===== src/rtl/cbo_guard_pkg.sv =====
package cbo_guard_pkg;

  typedef enum logic [1:0] {
    CBO_ZERO  = 2'd0,
    CBO_CLEAN = 2'd1,
    CBO_FLUSH = 2'd2,
    CBO_INVAL = 2'd3
  } cbo_op_e;

  localparam logic [1:0] PL_USER    = 2'd0;
  localparam logic [1:0] PL_SUPER   = 2'd1;
  localparam logic [1:0] PL_MACHINE = 2'd3;

  localparam logic [4:0] XC_NONE    = 5'd0;
  localparam logic [4:0] XC_ILLEGAL = 5'd2;
  localparam logic [4:0] XC_STORE   = 5'd7;
  localparam logic [4:0] XC_VIRTUAL = 5'd22;

  // which bit of a 3-bit enable field gates this operation
  function automatic logic [1:0] enable_index(cbo_op_e op);
    case (op)
      CBO_ZERO:  return 2'd0;
      CBO_INVAL: return 2'd2;
      default:   return 2'd1;
    endcase
  endfunction

  // access rule: zero needs store; others need load, falling back to store
  function automatic logic access_denied(cbo_op_e op, logic ld_ok, logic st_ok);
    if (op == CBO_ZERO) return !st_ok;
    return !(ld_ok || st_ok);
  endfunction

endpackage


===== src/rtl/cbo_perm_check.sv =====
module cbo_perm_check
  import cbo_guard_pkg::*;
(
  input  logic [1:0] op,
  input  logic [1:0] priv,
  input  logic       virt,
  input  logic [2:0] cfg_m,
  input  logic [2:0] cfg_h,
  input  logic [2:0] cfg_s,
  input  logic       ld_ok,
  input  logic       st_ok,
  output logic       m_block,
  output logic       v_block,
  output logic       s_block,
  output logic       acc_block,
  output logic       fault,
  output logic [4:0] code
);
  cbo_op_e    op_e;
  logic [1:0] idx;
  logic       en_m, en_h, en_s;

  always_comb begin
    op_e = cbo_op_e'(op);
    idx  = enable_index(op_e);
    en_m = cfg_m[idx];
    en_h = cfg_h[idx];
    en_s = cfg_s[idx];
  end

  assign m_block   = (priv != PL_MACHINE) && !en_m;
  assign v_block   = virt && (((priv <= PL_SUPER) && !en_h) ||
                              ((priv < PL_SUPER) && !en_s));
  assign s_block   = !virt && (priv < PL_SUPER) && !en_s;
  assign acc_block = access_denied(op_e, ld_ok, st_ok);

  always_comb begin
    fault = 1'b1;
    if (m_block)        code = XC_ILLEGAL;
    else if (v_block)   code = XC_VIRTUAL;
    else if (s_block)   code = XC_ILLEGAL;
    else if (acc_block) code = XC_STORE;
    else begin
      fault = 1'b0;
      code  = XC_NONE;
    end
  end
endmodule


===== src/rtl/cbo_zero_seq.sv =====
module cbo_zero_seq #(
  parameter int AW         = 32,
  parameter int BLK_BYTES  = 64,
  parameter int BEAT_BYTES = 8
) (
  input  logic          clk,
  input  logic          rst_n,
  input  logic          start,
  input  logic [AW-1:0] base,
  input  logic          wr_ready,
  output logic          wr_valid,
  output logic [AW-1:0] wr_addr,
  output logic          wr_last,
  output logic          finish
);
  localparam int BEATS = BLK_BYTES / BEAT_BYTES;
  localparam int CW    = (BEATS > 1) ? $clog2(BEATS) : 1;
  localparam logic [CW-1:0] LAST = CW'(BEATS - 1);

  logic          busy;
  logic [CW-1:0] beat;
  logic [AW-1:0] base_q;

  always_ff @(posedge clk) begin
    if (!rst_n) begin
      busy   <= 1'b0;
      beat   <= '0;
      base_q <= '0;
    end else if (start) begin
      busy   <= 1'b1;
      beat   <= '0;
      base_q <= base;
    end else if (busy && wr_ready) begin
      if (beat == LAST) busy <= 1'b0;
      else              beat <= beat + 1'b1;
    end
  end

  assign wr_valid = busy;
  assign wr_last  = (beat == LAST);
  assign wr_addr  = base_q + AW'(beat) * AW'(BEAT_BYTES);
  assign finish   = busy && wr_ready && wr_last;
endmodule


===== src/rtl/cbo_guard.sv =====
module cbo_guard
  import cbo_guard_pkg::*;
#(
  parameter int AW         = 32,
  parameter int BLK_BYTES  = 64,
  parameter int BEAT_BYTES = 8
) (
  input  logic                    clk,
  input  logic                    rst_n,
  input  logic                    req_valid,
  output logic                    req_ready,
  input  logic [1:0]              req_op,
  input  logic [1:0]              req_priv,
  input  logic                    req_virt,
  input  logic [AW-1:0]           req_addr,
  input  logic [2:0]              cfg_menv,
  input  logic [2:0]              cfg_henv,
  input  logic [2:0]              cfg_senv,
  input  logic                    probe_ld_ok,
  input  logic                    probe_st_ok,
  output logic                    exc_valid,
  output logic [4:0]              exc_code,
  output logic [AW-1:0]           blk_addr,
  output logic                    done,
  output logic                    wr_valid,
  input  logic                    wr_ready,
  output logic [AW-1:0]           wr_addr,
  output logic [8*BEAT_BYTES-1:0] wr_data,
  output logic [BEAT_BYTES-1:0]   wr_strb
);
  localparam logic [AW-1:0] ALIGN_MASK = ~AW'(BLK_BYTES - 1);

  logic          accept, chk_fault, start_zero, seq_finish, wr_last;
  logic          m_block, v_block, s_block, acc_block;
  logic [4:0]    chk_code;
  logic [AW-1:0] aligned;

  cbo_perm_check u_perm (
    .op(req_op), .priv(req_priv), .virt(req_virt),
    .cfg_m(cfg_menv), .cfg_h(cfg_henv), .cfg_s(cfg_senv),
    .ld_ok(probe_ld_ok), .st_ok(probe_st_ok),
    .m_block(m_block), .v_block(v_block), .s_block(s_block),
    .acc_block(acc_block), .fault(chk_fault), .code(chk_code)
  );

  cbo_zero_seq #(.AW(AW), .BLK_BYTES(BLK_BYTES), .BEAT_BYTES(BEAT_BYTES)) u_seq (
    .clk(clk), .rst_n(rst_n), .start(start_zero), .base(aligned),
    .wr_ready(wr_ready), .wr_valid(wr_valid), .wr_addr(wr_addr),
    .wr_last(wr_last), .finish(seq_finish)
  );

  assign aligned    = req_addr & ALIGN_MASK;
  assign req_ready  = !wr_valid || seq_finish;
  assign accept     = req_valid && req_ready;
  assign start_zero = accept && !chk_fault && (cbo_op_e'(req_op) == CBO_ZERO);
  assign wr_data    = '0;
  assign wr_strb    = '1;

  always_ff @(posedge clk) begin
    if (!rst_n) begin
      exc_valid <= 1'b0;
      exc_code  <= XC_NONE;
      blk_addr  <= '0;
      done      <= 1'b0;
    end else begin
      exc_valid <= accept && chk_fault;
      if (accept && chk_fault) exc_code <= chk_code;
      if (accept) blk_addr <= aligned;
      done <= (accept && !chk_fault && (cbo_op_e'(req_op) != CBO_ZERO)) || seq_finish;
    end
  end
endmodule


===== config.mk =====
export PLATFORM = sky130hd
export DESIGN_NAME = cbo_guard
export DESIGN_NICKNAME = d
export VERILOG_FILES = /design/src/rtl/cbo_guard_pkg.sv /design/src/rtl/cbo_perm_check.sv /design/src/rtl/cbo_zero_seq.sv /design/src/rtl/cbo_guard.sv
export SDC_FILE = /design/constraint.sdc
export NUM_CORES = 1
export LEC_CHECK = 0
export BUFFER_PORTS_ARGS = -buffer_cell sky130_fd_sc_hd__clkbuf_2
export CORE_MARGIN = 2
export CORE_UTILIZATION = 47
export CTS_CLUSTER_DIAMETER = 150
export DETAILED_ROUTE_END_ITERATION = 16
export PLACE_DENSITY = 0.89
export REMOVE_ABC_BUFFERS = 1
export SLEW_MARGIN = 15
export SYNTH_ARGS = -nofsm -noshare
export SYNTH_HDL_FRONTEND = slang
export SYNTH_SLANG_ARGS = --single-unit

===== constraint.sdc =====
create_clock -name clk -period 4.7 [get_ports clk]
set_input_delay 0.94 -clock clk [delete_from_list [all_inputs] [get_ports clk]]
set_output_delay 0.94 -clock clk [all_outputs]
set_load 0.05 [all_outputs]

==> impl_metrics.json <==
{
  "hp-class": "flip-flop to flip-flop",
  "finClkSkew_ps": 8.970,
  "cts_setup_buffers": 0,
  "layout_min_cycle_time_ps": 2765,
  "placed_cell_area_um2": 3458,
  "multi_input_area_um2": 1554,
  "power_density_nw_per_um2": 378.0,
  "cts_max_path_buffers": 2,
  "cts_made_buffers": 9,
  "place_worst_setup_slack_ps": 1599,
  "mostFrequentLayoutCell": "nand2_1",
  "rsz0062_at_grt": "no",
  "cts_max_level": 3,
  "port_buffers": 108,
  "cts_hold_buf": 0,
  "ant_nets": 0,
  "synthCells": 378,
  "status": "completed",
  "grt-ovfl-total": 0,
  "use_met3_pct": 4.929,
  "wl_per_cell_um": 11.54,
  "cts_resized": 0,
  "final_area_um2": 3672,
  "die_height_um": 87.18,
  "tightest_slew_ps": 1100,
  "clk_pin_slew_ps": 70,
  "critical_path_class": "input pin to flip-flop",
  "grt_max_degree": 48,
  "finalHoldViolCount": 0,
  "tritoncts": "done",
  "drt_iter0_markers": 36,
  "io_pins": 197,
  "syn_avg_cell_area_um2": 8.603,
  "grt_util_met1_pct": 18.39,
  "start_util_pct": 48.13,
  "vias_per_cell": 4.528,
  "root_buffer": "clkbuf_8",
  "synthDistinctLibCells": 35,
  "place_hpwl_um": 4716,
  "critPathMaxFanout": 28,
  "peakVddDrop_mv": 0.1932,
  "drive_gt1_share_pct": 27.44,
  "drc": 0,
  "drt_pass1_iterations": 5,
  "fin_ws_ps": 1935,
  "slew_violations": 0,
  "die_area_um2": 7600,
  "setup_viol": 0,
  "die_x_um": 87.18,
  "rows": 30,
  "ff_latch_area_um2": 1241,
  "cp.arrival_ps": 3030,
  "maxCapViolCount": 0,
  "synth-seq-cells": 62,
  "critPathRequiredTime_ps": 4960,
  "gp_congestion": 0.8187,
  "nFillCells": 640,
  "finalNetCount": 532,
  "grt_use_total_pct": 16.67,
  "synth_area_um2": 3252,
  "grt_pass1_wl_um": 9915,
  "fmax_mhz": 361.6,
  "yosys_warnings": 0,
  "first_global_vias": 2220,
  "wl_um": 6473,
  "clock-sinks": 62,
  "antenna_found_initial": 0,
  "crit_path_start_kind": "input pin",
  "clkLatencyLatePin_ps": 330,
  "cp-end-kind": "flip-flop",
  "gr-usage-met2_pct": 29.42,
  "busiest_layer": "met2",
  "tns_ps": 0,
  "layout_common_cells": "109 x nand2_1, 108 x clkbuf_2, 82 x conb_1",
  "vias": 2540,
  "ys_seq_area_share_pct": 38.17,
  "post-route-period-util_pct": 58.83,
  "diodes": 0,
  "fp.coreArea_um2": 6756,
  "p_leak_nw": 1.808,
  "area_growth_pct": 12.93,
  "relSlewSlack_pct": 26.46
}
==> metrics by stage <==
step | utilization, % | total power, mW | cells | hold slack (ps)
floorplan | - | 0.8292 | 356 | 668.9
global placement | 51.19 | 0.8894 | 545 | 441.0
detailed placement | 51.19 | 0.8951 | 545 | 447.1
CTS | 54.35 | 1.403 | 561 | 460.7
global route | 54.35 | 1.448 | 561 | 480.1
finish | 54.35 | 1.388 | 561 | 455.6
==> state kept, by name (all words and copies together), names as in the netlist <==
register        flops
u_seq.beat          3
u_seq.wr_valid      1
blk_addr           26
exc_valid           1
done                1
u_seq.base_q       26
exc_code            4
==> final timing paths <==
| check | start | to | slack [ps] | cells past startpoint |
|---|---|---|---|---|
| max reg2reg | u_seq.beat[0] | exc_code[4] | 2180 | 7 |
| min reg2reg | u_seq.base_q[26] | u_seq.base_q[26] | 460 | 2 |
| min | u_seq.base_q[26] | u_seq.base_q[26] | 460 | 2 |
| max | req_op[0] | u_seq.base_q[30] | 1930 | 8 |
==> worst max-delay path, cell delays in order <==
cell      delay (ps)
clkbuf_2          90
inv_1             40
ha_1             390
mux2i_1          150
o211ai_1         260
and2_1           260
and4_4           620
mux2i_1          250
==> power breakdown <==
group | leakage (nW) | internal [mW] | switching [mW] | total [mW]
Combinational | 1.20 | 0.0550 | 0.275 | 0.330
Clock | 0.106 | 0.298 | 0.207 | 0.504
Sequential | 0.506 | 0.545 | 0.00935 | 0.554
==> routing by layer <==
layer	up-vias	share of wire, %	wire [um]
met3	11	6.9	449
met2	114	51	3291
met1	1165	40	2618
met4	0	1.8	114
met5	-	0	0
li1	1250	-	-
==> final cells by class <==
class / count / area share [%]
multi-input combinational: 290 / 42.32
sequential: 62 / 33.80
clock inverter: 6 / 2.351
tap: 80 / 2.726
timing repair buffer: 109 / 14.92
inverter: 4 / 0.4089
clock buffer: 10 / 3.475
==> kinds of logic after synthesis <==
logic type,share of synthesized area (%)
simple gates,17.16
buf+inv,23.28
flops,38.17
compound gates,9.773
mux,9.581
fa+ha+maj,1.539
other cells,0.2309
xor+xnor,0.2694
==> cells in the mapped netlist, drive strengths merged <==
cell     instances  area [um2]
nand2          109       409.1
buf             89       693.2
dfxtp           62        1241
mux2i           30       300.3
a21boi          29       217.7
clkbuf          13       48.80
and2             4       30.03
ha               4       50.05
inv              4       15.01
nand3b           4       30.03
nor2             3       11.26
o21ai            3       15.01
a21oi            2       10.01
conb             2       7.510
nand3            2       10.01
nand4            2       12.51
nor3b            2       25.02
o211ai           2       20.02
a21bo            1       16.27
a21o             1       7.510
a41oi            1       8.760
and3             1       6.260
and4             1       11.26
mux2             1       11.26
nand2b           1       6.260
nor2b            1       6.260
o2111ai          1       8.760
o21a             1       7.510
o22ai            1       6.260
xor2             1       8.760
Note: power is estimated with default switching activity, not from simulation.
